### config.mk
export PLATFORM = sky130hd
export DESIGN_NAME = spi_prog_master
export DESIGN_NICKNAME = d
export VERILOG_FILES = /design/src/rtl/spi_prog_pkg.sv /design/src/rtl/spi_prog_clkdiv.sv /design/src/rtl/spi_prog_shifter.sv /design/src/rtl/spi_prog_seq.sv /design/src/rtl/spi_prog_master.sv
export SDC_FILE = /design/constraint.sdc
export NUM_CORES = 1
export LEC_CHECK = 0
export BUFFER_PORTS_ARGS = -buffer_cell sky130_fd_sc_hd__buf_2
export CELL_PAD_IN_SITES_DETAIL_PLACEMENT = 1
export CELL_PAD_IN_SITES_GLOBAL_PLACEMENT = 1
export CORE_AREA = 4 4 260 198
export CTS_BUF_LIST = sky130_fd_sc_hd__clkbuf_2
export CTS_CLUSTER_DIAMETER = 100
export DETAILED_ROUTE_END_ITERATION = 7
export DIE_AREA = 0 0 264 202
export MAX_ROUTING_LAYER = met4
export PLACE_DENSITY = 0.75
export SETUP_SLACK_MARGIN = 0.3
export SLEW_MARGIN = 20
export SYNTH_ARGS = -nofsm -noshare
export SYNTH_HDL_FRONTEND = slang
export SYNTH_SLANG_ARGS = --single-unit
### constraint.sdc
create_clock -name clk_i -period 2.6 [get_ports clk_i]
set_input_delay 0.13 -clock clk_i [delete_from_list [all_inputs] [get_ports clk_i]]
set_output_delay 0.13 -clock clk_i [all_outputs]
set_load 0.01 [all_outputs]
### src/rtl/spi_prog_pkg.sv
package spi_prog_pkg;

  typedef enum logic [2:0] {
    S_IDLE, S_DECODE, S_TX_WAIT, S_TX_SHIFT, S_RX_WAIT, S_RX_SHIFT
  } seq_state_e;

  localparam logic [3:0] ADDR_PROG = 4'd0;
  localparam logic [3:0] ADDR_TX   = 4'd1;
  localparam logic [3:0] ADDR_RX   = 4'd2;
  localparam logic [3:0] ADDR_CLK  = 4'd3;
  localparam logic [3:0] ADDR_CNT  = 4'd4;
  localparam logic [3:0] ADDR_STAT = 4'd5;

  localparam int ST_RX_FULL = 63;
  localparam int ST_RX_UDR  = 61;
  localparam int ST_TX_FULL = 59;
  localparam int ST_TX_OVR  = 58;
  localparam int ST_CODE_LO = 48;

  localparam logic [3:0] RST_STEP1 = 4'b0101;
  localparam logic [3:0] RST_STEP2 = 4'b1010;

  function automatic logic [7:0] state_code(seq_state_e s);
    case (s)
      S_IDLE:     return 8'h01;
      S_DECODE:   return 8'h02;
      S_TX_WAIT:  return 8'h04;
      S_TX_SHIFT: return 8'h08;
      S_RX_WAIT:  return 8'h10;
      S_RX_SHIFT: return 8'h20;
      default:    return 8'h00;
    endcase
  endfunction

endpackage

### src/rtl/spi_prog_clkdiv.sv
module spi_prog_clkdiv #(
  parameter int DIV_W = 12
) (
  input  logic             clk_i,
  input  logic             rst_ni,
  input  logic             run_i,
  input  logic [DIV_W-1:0] div_i,
  output logic             tick_o
);

  logic [DIV_W-1:0] cnt_q;

  // one tick per half period of div_i+1 cycles
  assign tick_o = run_i && (cnt_q == div_i);

  always_ff @(posedge clk_i or negedge rst_ni) begin
    if (!rst_ni)      cnt_q <= '0;
    else if (!run_i)  cnt_q <= '0;
    else if (tick_o)  cnt_q <= '0;
    else              cnt_q <= cnt_q + 1'b1;
  end

  a_r9_count_restarts: assert property (@(posedge clk_i) disable iff (!rst_ni)
    (run_i && tick_o) |=> (cnt_q == '0));

endmodule

### src/rtl/spi_prog_shifter.sv
module spi_prog_shifter #(
  parameter int WORD_W = 64,
  parameter int NB_W   = 4
) (
  input  logic              clk_i,
  input  logic              rst_ni,
  input  logic              abort_i,
  input  logic              start_i,
  input  logic [NB_W-1:0]   nbytes_i,
  input  logic [WORD_W-1:0] tx_word_i,
  input  logic              tick_i,
  input  logic              miso_i,
  output logic              busy_o,
  output logic              done_o,
  output logic              sck_o,
  output logic              mosi_o,
  output logic [WORD_W-1:0] rx_word_o
);

  localparam int BIT_W = $clog2(WORD_W + 1);

  logic              busy_q, done_q, sck_q;
  logic [BIT_W-1:0]  bits_q;
  logic [WORD_W-1:0] tx_sr_q, rx_sr_q;

  always_ff @(posedge clk_i or negedge rst_ni) begin
    if (!rst_ni) begin
      busy_q  <= 1'b0;
      done_q  <= 1'b0;
      sck_q   <= 1'b0;
      bits_q  <= '0;
      tx_sr_q <= '0;
      rx_sr_q <= '0;
    end else if (abort_i) begin
      busy_q <= 1'b0;
      done_q <= 1'b0;
      sck_q  <= 1'b0;
      bits_q <= '0;
    end else begin
      done_q <= 1'b0;
      if (start_i && !busy_q) begin
        busy_q  <= 1'b1;
        sck_q   <= 1'b0;
        bits_q  <= BIT_W'(nbytes_i) << 3;
        tx_sr_q <= tx_word_i;
        rx_sr_q <= '0;
      end else if (busy_q && tick_i) begin
        if (!sck_q) begin
          sck_q   <= 1'b1;
          rx_sr_q <= {rx_sr_q[WORD_W-2:0], miso_i};
        end else begin
          sck_q   <= 1'b0;
          tx_sr_q <= {tx_sr_q[WORD_W-2:0], 1'b0};
          bits_q  <= bits_q - 1'b1;
          if (bits_q == BIT_W'(1)) begin
            busy_q <= 1'b0;
            done_q <= 1'b1;
          end
        end
      end
    end
  end

  assign busy_o    = busy_q;
  assign done_o    = done_q;
  assign sck_o     = sck_q;
  assign mosi_o    = busy_q & tx_sr_q[WORD_W-1];
  assign rx_word_o = rx_sr_q;

  a_r3_sck_low_when_idle: assert property (@(posedge clk_i) disable iff (!rst_ni)
    !busy_q |-> !sck_q);
  a_r3_done_ends_low: assert property (@(posedge clk_i) disable iff (!rst_ni)
    done_q |-> (!sck_q && !busy_q));

endmodule

### src/rtl/spi_prog_seq.sv
module spi_prog_seq
  import spi_prog_pkg::*;
#(
  parameter int N_CS   = 4,
  parameter int WORD_W = 64,
  parameter int NB_W   = 4
) (
  input  logic              clk_i,
  input  logic              rst_ni,
  input  logic              abort_i,
  input  logic              load_i,
  input  logic [WORD_W-1:0] prog_i,
  input  logic              tx_full_i,
  input  logic              rx_full_i,
  input  logic              shift_done_i,
  output logic              start_o,
  output logic              dir_rx_o,
  output logic [NB_W-1:0]   nbytes_o,
  output logic              tx_take_o,
  output logic              rx_store_o,
  output logic              idle_o,
  output logic [7:0]        state_code_o,
  output logic [N_CS-1:0]   cs_no
);

  localparam int N_OPS = WORD_W / 8;
  localparam int IDX_W = $clog2(N_OPS);
  localparam int MAX_N = 8;

  seq_state_e        state_q;
  logic [IDX_W-1:0]  idx_q;
  logic [NB_W-1:0]   nbytes_q;
  logic [N_CS-1:0]   cs_q;
  logic [7:0]        op;
  logic              last_op, cnt_ok;

  // first opcode sits in the top byte
  assign op      = prog_i[{~idx_q, 3'b000} +: 8];
  assign last_op = (idx_q == IDX_W'(N_OPS - 1));
  assign cnt_ok  = (op[3:0] != 4'd0) && (op[3:0] <= 4'(MAX_N));

  assign tx_take_o    = (state_q == S_TX_WAIT) && tx_full_i;
  assign start_o      = tx_take_o || ((state_q == S_RX_WAIT) && !rx_full_i);
  assign dir_rx_o     = (state_q == S_RX_WAIT);
  assign nbytes_o     = nbytes_q;
  assign rx_store_o   = (state_q == S_RX_SHIFT) && shift_done_i;
  assign idle_o       = (state_q == S_IDLE);
  assign state_code_o = state_code(state_q);
  assign cs_no        = cs_q;

  always_ff @(posedge clk_i or negedge rst_ni) begin
    if (!rst_ni) begin
      state_q  <= S_IDLE;
      idx_q    <= '0;
      nbytes_q <= '0;
      cs_q     <= '1;
    end else if (abort_i) begin
      state_q <= S_IDLE;
      idx_q   <= '0;
      cs_q    <= '1;
    end else begin
      case (state_q)
        S_IDLE: if (load_i) begin
          state_q <= S_DECODE;
          idx_q   <= '0;
        end
        S_DECODE: begin
          if (op == 8'h00) begin
            state_q <= S_IDLE;
            idx_q   <= '0;
          end else if (op[7:4] == 4'h3 && cnt_ok) begin
            nbytes_q <= NB_W'(op[3:0]);
            state_q  <= S_TX_WAIT;
          end else if (op[7:4] == 4'h4 && cnt_ok) begin
            nbytes_q <= NB_W'(op[3:0]);
            state_q  <= S_RX_WAIT;
          end else begin
            if (op[7:4] == 4'h1 && op[3:0] <= 4'(N_CS)) begin
              for (int i = 0; i < N_CS; i++) cs_q[i] <= (op[3:0] != 4'(i + 1));
            end
            state_q <= last_op ? S_IDLE : S_DECODE;
            idx_q   <= idx_q + 1'b1;
          end
        end
        S_TX_WAIT: if (tx_full_i) state_q <= S_TX_SHIFT;
        S_RX_WAIT: if (!rx_full_i) state_q <= S_RX_SHIFT;
        S_TX_SHIFT, S_RX_SHIFT: if (shift_done_i) begin
          state_q <= last_op ? S_IDLE : S_DECODE;
          idx_q   <= idx_q + 1'b1;
        end
        default: state_q <= S_IDLE;
      endcase
    end
  end

  a_r2_one_select: assert property (@(posedge clk_i) disable iff (!rst_ni)
    $onehot0(~cs_q));
  a_r5_wait_holds: assert property (@(posedge clk_i) disable iff (!rst_ni || abort_i)
    (state_q == S_TX_WAIT && !tx_full_i) |=> (state_q == S_TX_WAIT));
  a_r6_wait_holds: assert property (@(posedge clk_i) disable iff (!rst_ni || abort_i)
    (state_q == S_RX_WAIT && rx_full_i) |=> (state_q == S_RX_WAIT));

endmodule

### src/rtl/spi_prog_master.sv
module spi_prog_master
  import spi_prog_pkg::*;
#(
  parameter int N_CS  = 4,
  parameter int DIV_W = 12
) (
  input  logic            clk_i,
  input  logic            rst_ni,
  input  logic            reg_we_i,
  input  logic            reg_re_i,
  input  logic [3:0]      reg_addr_i,
  input  logic [63:0]     reg_wdata_i,
  output logic [63:0]     reg_rdata_o,
  output logic            sck_o,
  output logic            mosi_o,
  input  logic            miso_i,
  output logic [N_CS-1:0] cs_no
);

  localparam int WORD_W = 64;
  localparam int NB_W   = 4;
  localparam int DIV_LO = WORD_W - DIV_W;

  logic [WORD_W-1:0] prog_q, tx_q, rx_q, clk_cfg_q, cnt_cfg_q;
  logic tx_full_q, rx_full_q, tx_ovr_q, rx_udr_q, rst_arm_q;

  logic wr_prog, wr_tx, wr_clk, wr_cnt, wr_stat, rd_rx;
  logic rst_step1, soft_rst;
  logic seq_start, seq_dir_rx, seq_tx_take, seq_rx_store, seq_idle;
  logic [NB_W-1:0] seq_nbytes;
  logic [7:0] seq_code;
  logic sh_busy, sh_done, sh_sck, div_tick;
  logic [WORD_W-1:0] sh_rx_word;

  assign wr_prog = reg_we_i && reg_addr_i == ADDR_PROG;
  assign wr_tx   = reg_we_i && reg_addr_i == ADDR_TX;
  assign wr_clk  = reg_we_i && reg_addr_i == ADDR_CLK;
  assign wr_cnt  = reg_we_i && reg_addr_i == ADDR_CNT;
  assign wr_stat = reg_we_i && reg_addr_i == ADDR_STAT;
  assign rd_rx   = reg_re_i && reg_addr_i == ADDR_RX;

  assign rst_step1 = wr_clk && reg_wdata_i[39:36] == RST_STEP1;
  assign soft_rst  = wr_clk && rst_arm_q && reg_wdata_i[39:36] == RST_STEP2;

  spi_prog_seq #(.N_CS(N_CS), .WORD_W(WORD_W), .NB_W(NB_W)) u_seq (
    .clk_i, .rst_ni,
    .abort_i      (soft_rst),
    .load_i       (wr_prog),
    .prog_i       (prog_q),
    .tx_full_i    (tx_full_q),
    .rx_full_i    (rx_full_q),
    .shift_done_i (sh_done),
    .start_o      (seq_start),
    .dir_rx_o     (seq_dir_rx),
    .nbytes_o     (seq_nbytes),
    .tx_take_o    (seq_tx_take),
    .rx_store_o   (seq_rx_store),
    .idle_o       (seq_idle),
    .state_code_o (seq_code),
    .cs_no        (cs_no)
  );

  spi_prog_clkdiv #(.DIV_W(DIV_W)) u_div (
    .clk_i, .rst_ni,
    .run_i  (sh_busy),
    .div_i  (clk_cfg_q[WORD_W-1:DIV_LO]),
    .tick_o (div_tick)
  );

  spi_prog_shifter #(.WORD_W(WORD_W), .NB_W(NB_W)) u_shift (
    .clk_i, .rst_ni,
    .abort_i   (soft_rst),
    .start_i   (seq_start),
    .nbytes_i  (seq_nbytes),
    .tx_word_i (seq_dir_rx ? '0 : tx_q),
    .tick_i    (div_tick),
    .miso_i    (miso_i),
    .busy_o    (sh_busy),
    .done_o    (sh_done),
    .sck_o     (sh_sck),
    .mosi_o    (mosi_o),
    .rx_word_o (sh_rx_word)
  );

  assign sck_o = sh_sck;

  always_ff @(posedge clk_i or negedge rst_ni) begin
    if (!rst_ni) begin
      prog_q    <= '0;
      tx_q      <= '0;
      rx_q      <= '0;
      clk_cfg_q <= '0;
      cnt_cfg_q <= '0;
      tx_full_q <= 1'b0;
      rx_full_q <= 1'b0;
      tx_ovr_q  <= 1'b0;
      rx_udr_q  <= 1'b0;
      rst_arm_q <= 1'b0;
    end else begin
      if (wr_prog && seq_idle) prog_q <= reg_wdata_i;
      if (wr_cnt) cnt_cfg_q <= reg_wdata_i;

      // two-step soft reset; reset patterns never land in the config
      if (wr_clk) begin
        rst_arm_q <= rst_step1;
        if (!rst_step1 && !soft_rst) clk_cfg_q <= reg_wdata_i;
      end

      if (wr_tx && !tx_full_q) tx_q <= reg_wdata_i;
      if (soft_rst)                   tx_full_q <= 1'b0;
      else if (seq_tx_take)           tx_full_q <= 1'b0;
      else if (wr_tx)                 tx_full_q <= 1'b1;

      if (seq_rx_store) rx_q <= sh_rx_word;
      if (soft_rst)                   rx_full_q <= 1'b0;
      else if (seq_rx_store)          rx_full_q <= 1'b1;
      else if (rd_rx)                 rx_full_q <= 1'b0;

      if (wr_tx && tx_full_q)         tx_ovr_q <= 1'b1;
      else if (wr_stat)               tx_ovr_q <= tx_ovr_q & reg_wdata_i[ST_TX_OVR];

      if (rd_rx && !rx_full_q)        rx_udr_q <= 1'b1;
      else if (wr_stat)               rx_udr_q <= rx_udr_q & reg_wdata_i[ST_RX_UDR];
    end
  end

  logic [63:0] status;
  always_comb begin
    status = '0;
    status[ST_RX_FULL] = rx_full_q;
    status[ST_RX_UDR]  = rx_udr_q;
    status[ST_TX_FULL] = tx_full_q;
    status[ST_TX_OVR]  = tx_ovr_q;
    status[ST_CODE_LO +: 8] = seq_code;
  end

  always_comb begin
    case (reg_addr_i)
      ADDR_PROG: reg_rdata_o = prog_q;
      ADDR_TX:   reg_rdata_o = tx_q;
      ADDR_RX:   reg_rdata_o = rx_q;
      ADDR_CLK:  reg_rdata_o = clk_cfg_q;
      ADDR_CNT:  reg_rdata_o = cnt_cfg_q;
      ADDR_STAT: reg_rdata_o = status;
      default:   reg_rdata_o = '0;
    endcase
  end

  a_r5_take_clears: assert property (@(posedge clk_i) disable iff (!rst_ni)
    seq_tx_take |=> !tx_full_q);
  a_r6_store_into_empty: assert property (@(posedge clk_i) disable iff (!rst_ni)
    seq_rx_store |-> !rx_full_q);
  a_r6_start_rx_empty: assert property (@(posedge clk_i) disable iff (!rst_ni)
    (seq_start && seq_dir_rx) |-> !rx_full_q);
  a_r7_tx_overrun: assert property (@(posedge clk_i) disable iff (!rst_ni)
    (wr_tx && tx_full_q) |=> tx_ovr_q);
  a_r9_sck_on_tick: assert property (@(posedge clk_i) disable iff (!rst_ni || soft_rst)
    !div_tick |=> $stable(sh_sck));
  a_r10_reset_idle: assert property (@(posedge clk_i) disable iff (!rst_ni)
    soft_rst |=> (seq_idle && !tx_full_q && cs_no == '1));
  a_r12_prog_kept: assert property (@(posedge clk_i) disable iff (!rst_ni)
    (wr_prog && !seq_idle) |=> $stable(prog_q));

endmodule

==> results of run 1 <==
-- cell type report --
class	count	share of cell area, %
Sequential cell	489	42.2
Multi-Input combinational cell	1212	34.6
Timing Repair Buffer	498	16.4
Clock buffer	182	3.13
Tap cell	648	2.78
Clock inverter	31	0.700
Inverter	10	0.129
Antenna cell	9	0.0773
-- per-stage QoR --
step / TNS [ps] / util [%] / total power, mW / hold slack, ps
finish: -3110 / 59.8 / 25.1 / 27.2
global route: -7760 / 59.8 / 25.9 / -49.8
CTS: -420 / 56.1 / 22.8 / 83.1
detailed placement: -1040 / 48.7 / 16.2 / 179
global placement: -212 / 48.7 / 15.8 / 174
floorplan: 0 / - / 13.8 / -166
-- layout by cell type (no fill, tap or decap), types with 7 or more instances in the layout --
cell type / n
buf_4: 114
a222oi_1: 54
mux2_2: 319
nand2_4: 44
mux2_4: 9
o21ai_0: 73
clkinv_1: 20
buf_6: 55
dfrtp_2: 37
inv_1: 9
buf_12: 30
mux4_2: 16
buf_2: 120
and3_1: 69
dlygate4sd3_1: 151
nand3_1: 17
diode_2: 9
clkbuf_16: 15
a21oi_1: 68
xor2_1: 19
nand2_1: 203
dfrtp_1: 448
a22oi_1: 72
nor2_1: 28
a22oi_2: 13
clkbuf_2: 184
o21ai_1: 21
nand2_2: 21
xnor2_1: 9
buf_8: 7
o21ai_2: 51
-- cells by family (layout without fill, tap and decap cells) --
kind of cell | count (synthesis) | after routing
AO/OA/AOI/OAI | 379 | 379
XOR/XNOR | 29 | 29
adder cells (fa/ha/maj) | 5 | 5
buffers and inverters | 148 | 721
flip-flops | 489 | 489
multiplexers | 351 | 351
other | 0 | 9
AND/OR/NAND/NOR | 448 | 448
-- timing repair --
item	CTS	global route
pin swaps	96	128
hold buffers	153	0
buffers inserted	71	41
endpoints found under the hold margin	774	0
gates cloned	1	22
setup endpoints to repair	175	270
resized for setup	111	338
-- cell usage after synthesis, types with 2 or more instances --
library cell | instances | area [sq um]
mux4_2 | 16 | 360
buf_1 | 8 | 30.0
dfstp_2 | 4 | 105
buf_6 | 2 | 22.5
dfrtp_1 | 485 | 12100
o21ai_0 | 144 | 721
buf_2 | 13 | 65.1
a21oi_1 | 73 | 365
o21ai_1 | 3 | 15.0
nor2_1 | 36 | 135
nor3b_1 | 2 | 15.0
nand3_1 | 24 | 120
nor2b_1 | 3 | 18.8
and3_1 | 71 | 444
mux2_1 | 3 | 33.8
nor4_1 | 6 | 37.5
xor2_1 | 19 | 166
mux2i_1 | 7 | 70.1
a21o_1 | 2 | 15.0
nor3_1 | 3 | 15.0
nand2_1 | 269 | 1010
and2_1 | 2 | 12.5
clkbuf_1 | 114 | 428
nand2b_1 | 4 | 25.0
nor4b_1 | 3 | 26.3
xnor2_1 | 10 | 87.6
and3b_1 | 3 | 26.3
ha_1 | 5 | 62.6
inv_1 | 10 | 37.5
nand4_1 | 6 | 37.5
a222oi_1 | 54 | 541
nor4bb_1 | 3 | 30.0
and4_1 | 3 | 26.3
a22oi_1 | 85 | 638
mux2_2 | 325 | 3660
a31oi_1 | 3 | 18.8
a22o_1 | 2 | 17.5
a32oi_1 | 2 | 17.5
-- sequential cells by signal, summed over array words and instances (netlist names), 3 cells and up --
| signal | cells |
|---|---|
| clk_cfg_q | 64 |
| cnt_cfg_q | 64 |
| prog_q | 64 |
| rx_q | 64 |
| tx_q | 64 |
| u_shift.rx_word_o | 64 |
| u_shift.tx_sr_q | 64 |
| u_div.cnt_q | 12 |
| u_shift.bits_q | 7 |
| u_seq.cs_no | 4 |
| u_seq.nbytes_o | 4 |
| u_seq.idx_q | 3 |
| u_seq.state_q | 3 |
-- per-layer routing --
metal  vias to the layer above  track usage (%)
met1                     10300             38.0
met5                         -                -
met3                       439             6.44
met4                         0             12.6
met2                      1384             47.5
li1                       7779                -
-- worst register-to-register path: cells and delay by family (launching register included) --
kind | cells | cell delay (ps)
multiplexers | 3 | 1090
flip-flops | 1 | 460
AND/OR/NAND/NOR | 1 | 230
AO/OA/AOI/OAI | 2 | 560
buffers and inverters | 3 | 400
-- where the power goes --
part           total [mW]  internal, mW  switching [mW]
clock network        5.95          2.16            3.79
logic                7.78          3.87            3.91
registers            11.4          9.41            1.95
total                25.1          15.4            9.65
-- worst paths after layout --
path / to / slack [ps] / start
setup / recovery: reg_rdata_o[51] / -290 / u_seq.state_q[1]
hold reg to reg: u_shift.rx_word_o[12] / 490 / u_shift.rx_word_o[11]
min in group asynchronous: cnt_cfg_q[55] / 530 / rst_ni
hold / removal: cnt_cfg_q[38] / 30 / reg_wdata_i[38]
max in group asynchronous: u_seq.cs_no[0] / 1060 / rst_ni
setup reg to reg: u_seq.idx_q[1] / -240 / u_seq.idx_q[0]
==> results.ini, run 1 <==
[floorplanning]
start_util_pct=44.8
die_area_sq_mm=0.0533
die_h_um=202
rows=70
coreArea_sq_mm=0.0487
die_w_um=264
ios=143

[sta]
max_slew_margin_pct=45.1
rsz0062_at_grt=yes
fmax_mhz=345
fin_ws_ps=-295
min_period_over_period_pct=111
setup_viol=37
drv_slew=0
fin_skew_ps=159
worstMarginPinSlew_ps=824
final-hold-violation-count=0
min_period_ps=2890

[global_routing]
grt-ovfl-total=0
antenna_found_initial=4
grt_use_total_pct=30.1
grt_pass1_vias=20000
grt_pass1_wl_mm=122
grt_start_max_net_pins=75

[critical_path]
cp_max_fo=5
cp_cell_sequence=buf_6, nor2b_4, a32oi_1, nand3_1, buf_2
cp_slowest_cell=dfrtp_2
max_stage_delay_ps=490
worstSetupPathType=reg2out
crit_required_ps=2470
path_depth=5
start_kind=register
cp.arrival_ps=2760
worstRegToRegCells=9
critPathTopFamily=flip-flops
end_kind=output port
cp_num_buf_inv=2

[synthesis]
avgSynthCellArea_sq_um=11.8
synth-compound-area-share_pct=11.3
async_flop_share_pct=100
synthXorXnorAreaFrac_pct=1.16
synth_top_family_by_area=multiplexers
synth-simple-area-share_pct=9.54
syn_nets=1927
synth_fa_ha_area_share_pct=0.287
synth_cell_types=60
syn_area_sq_mm=0.0218
ys_seq_area_share_pct=56.1
synth_edf_count=0
yosys_warnings=0
syn_inst=1849
ys.flop_type=dfrtp_1
muxShareOfSynthArea_pct=18.9
ys_seq_elements=489

[place]
dpl.cell_count=2569
hpwlAfterDp_mm=44.9
gp_congestion=0.875
portBuffers=142
pre_cts_ws_ps=-140
placed_area_sq_mm=0.0237

[clock_tree]
max-clock-path-buffers=3
htree_levels=4
clock_sinks=489
clkLatencyLatePin_ps=1320
cts_root_buf=clkbuf_2
cts_buffers=130
clk_pin_slew_worst_paths_ps=130
tritoncts=done

[detailed_routing]
viasPerCell=6.46
wl_met2_mm=45.5
final_antenna_net_count=0
route.met3.wl_mm=9.66
vias=19900
wirelength_mm=97.0
top_layer=met4
wirelength_met1_mm=36.4
first_pass_iters=8
first_iter_violations=2572
drcViolationCount=4
wl_per_cell_um=31.5

[job]
max-cap-violations=0

[layout]
ff_latch_area_sq_mm=0.0123
fill_cells=4972
multi_input_area_sq_mm=0.0101
fin_nets=2419
stdcell_count=3079
drive_gt1_share_pct=46.2
fin_area_sq_mm=0.0291
area_delta_synth_final_pct=33.5

[worst_hold_path]
min_path_cells=4
hp-class=in2reg

[power]
leakagePower_nw=14.7
cellPowerDensity_mw_per_mm2=861
vdd_drop_max_v=0.000539

[outcome]
violations=DRC, setup timing
status=finished, violations left

(Power assumes the default switching activity.)
==> run 2, diff against run 1 <==
--- a/config.mk
+++ b/config.mk
@@ -5,7 +5,6 @@
 export SDC_FILE = /design/constraint.sdc
 export NUM_CORES = 1
 export LEC_CHECK = 0
-export BUFFER_PORTS_ARGS = -buffer_cell sky130_fd_sc_hd__buf_2
 export CELL_PAD_IN_SITES_DETAIL_PLACEMENT = 1
 export CELL_PAD_IN_SITES_GLOBAL_PLACEMENT = 1
 export CORE_AREA = 4 4 260 198
@@ -13,8 +12,9 @@
 export CTS_CLUSTER_DIAMETER = 100
 export DETAILED_ROUTE_END_ITERATION = 7
 export DIE_AREA = 0 0 264 202
+export DONT_BUFFER_PORTS = 1
 export MAX_ROUTING_LAYER = met4
-export PLACE_DENSITY = 0.75
+export PLACE_DENSITY = 0.72
 export SETUP_SLACK_MARGIN = 0.3
 export SLEW_MARGIN = 20
 export SYNTH_ARGS = -nofsm -noshare
==> results.ini, run 2 (same netlist as run 1, synthesis figures left out) <==
[outcome]
status=finished, violations left  ; unchanged
violations=hold timing, setup timing  ; was DRC, setup timing

[place]
dpl.cell_count=2413  ; was 2569
gp_congestion=0.897  ; was 0.875
portBuffers=0  ; was 142
hpwlAfterDp_mm=44.1  ; was 44.9 mm

[critical_path]
cp.arrival_ps=3870  ; was 2760 ps
regToRegStartpoint=u_seq.idx_q[1]  ; was u_seq.idx_q[0]
worstRegToRegCells=7  ; was 9
cp_max_fo=6  ; was 5
r2r_end=u_seq.idx_q[0]  ; was u_seq.idx_q[1]
crit_required_ps=3680  ; was 2470 ps
regToRegSetupSlack_ps=-190  ; was -240 ps
end_kind=register  ; was output port
worstSetupPathType=reg2reg  ; was reg2out
start_kind=register  ; unchanged

[sta]
fmax_mhz=359  ; was 345 MHz
setup_viol=13  ; was 37
fin_skew_ps=102  ; was 159 ps
min_period_ps=2790  ; was 2890 ps
rsz0062_at_grt=yes  ; unchanged
fin_ws_ps=-186  ; was -295 ps
final-hold-violation-count=489  ; was 0
min_period_over_period_pct=107  ; was 111%
worstMarginPinSlew_ps=1310  ; was 824 ps
drv_slew=0  ; unchanged
max_slew_margin_pct=12.5  ; was 45.1%
fin_hold_ws_ps=-1310  ; was 27.2 ps

[power]
leakagePower_nw=13.2  ; was 14.7 nW
total_power_mw=22.9  ; was 25.1 mW
vdd_drop_max_v=0.000469  ; was 0.000539 V
cellPowerDensity_mw_per_mm2=834  ; was 861 mW/mm^2

[global_routing]
grt_start_max_net_pins=490  ; was 75
grt_pass1_wl_mm=113  ; was 122 mm
grt-ovfl-total=0  ; unchanged
antenna_found_initial=7  ; was 4
grt_use_total_pct=28.0  ; was 30.1%
grt_pass1_vias=18300  ; was 20000

[detailed_routing]
wirelength_mm=82.6  ; was 97.0 mm
wl_per_cell_um=28.5  ; was 31.5 um
viasPerCell=6.21  ; was 6.46
final_antenna_net_count=0  ; unchanged
vias=18000  ; was 19900
first_pass_iters=6  ; was 8
first_iter_violations=2089  ; was 2572
drcViolationCount=0  ; was 4

[floorplanning]
ios=143  ; unchanged
die_w_um=264  ; unchanged
die_h_um=202  ; unchanged
coreArea_sq_mm=0.0487  ; unchanged
die_area_sq_mm=0.0533  ; unchanged
rows=70  ; unchanged
start_util_pct=44.8  ; unchanged

[layout]
stdcell_count=2899  ; was 3079
drive_gt1_share_pct=35.7  ; was 46.2%
mostFrequentLayoutCells=dfrtp_1 (455), mux2_2 (297), nand2_1 (264)  ; was dfrtp_1 (448), mux2_2 (319), nand2_1 (203)
layout_commonest_cell=dfrtp_1  ; unchanged
area_delta_synth_final_pct=25.6  ; was 33.5%
fill_cells=5097  ; was 4972
multi_input_area_sq_mm=0.00958  ; was 0.0101 sq mm
fin_nets=2248  ; was 2419
ff_latch_area_sq_mm=0.0123  ; about the same

[clock_tree]
clock_sinks=489  ; unchanged
clk_pin_slew_worst_paths_ps=120  ; was 130 ps
max-clock-path-buffers=3  ; unchanged
tritoncts=done  ; unchanged
clkLatencyLatePin_ps=1180  ; was 1320 ps
htree_levels=3  ; was 4
cts_root_buf=clkbuf_2  ; unchanged
cts_buffers=120  ; was 130

[worst_hold_path]
hp-class=in2async  ; was in2reg

[job]
max-cap-violations=0  ; unchanged

run 2: cell types whose count changed in the layout (fill, tap and decap cells not counted), moves of 22 or more:
cell           delta
buf_2           -120
nand2_1          +61
buf_4            -23
mux2_2           -22
nand2_4          -42
buf_6            -30
mux2_4           +22
o21ai_2          -44
o21ai_0          +59
dlygate4sd3_1    +22
run 2: area by class of cell:
type                       instances  area share, %
timing repair buffer             336           13.5
clock inverter                    17          0.361
antenna                            9         0.0822
multi-input combinational       1213           35.0
clock buffer                     177           3.23
tap                              648           2.96
inverter                          10          0.137
sequential                       489           44.8
run 2: power breakdown:
| part | switching, mW | leakage [nW] | internal (mW) | total [mW] |
|---|---|---|---|---|
| Combinational | 3.03 | 6.12 | 3.51 | 6.55 |
| Clock | 3.23 | 0.778 | 1.87 | 5.11 |
| Sequential | 1.80 | 6.28 | 9.40 | 11.2 |
run 2: worst max-delay path, cell delays in order, from the launching register on:
cell and delay (ps):
dfrtp_1 440, buf_12 150, mux4_2 480, mux2_4 300, nor3_4 240, mux2_4 370
a2111oi_4 500, mux2_4 230
run 2: worst max-delay path by stage:
stage	start	endpoint	slack [ps]	cells past startpoint
after floorplan	u_seq.idx_q[0]	u_seq.idx_q[0]	180	7
after global placement	u_seq.idx_q[0]	u_seq.idx_q[0]	30	7
after detailed placement	u_seq.idx_q[0]	u_seq.idx_q[0]	-2	8
after CTS	cnt_cfg_q[17]	reg_rdata_o[17]	-70	2
after global routing	u_seq.idx_q[0]	u_seq.idx_q[0]	-210	7
final	u_seq.idx_q[1]	u_seq.idx_q[0]	-190	7
run 2: routing by layer:
metal	global-route usage, %	vias to the layer above	wire length (um)
li1	-	7442	-
met1	37.7	9543	34600
met2	41.9	821	38100
met3	6.69	197	6730
met4	9.84	0	3140
met5	-	-	0
run 2: stage by stage:
stage               setup WS, ps  TNS [ps]  instance area, sq um  utilization (%)
floorplan                    180         0                 21800                -
global placement            28.3         0                 22800             46.9
detailed placement         -2.06     -2.06                 22800             46.9
CTS                        -71.7      -340                 26200             53.7
global route                -212     -2210                 27400             56.3
finish                      -186      -984                 27400             56.3
run 2: what timing repair did:
item	4_1_cts	5_1_grt
gates cloned	0	19
pin swaps	104	75
setup endpoints to repair	201	228
hold endpoints to repair	902	559
setup buffers	34	55
hold buffers	179	2
gates resized for setup	87	106
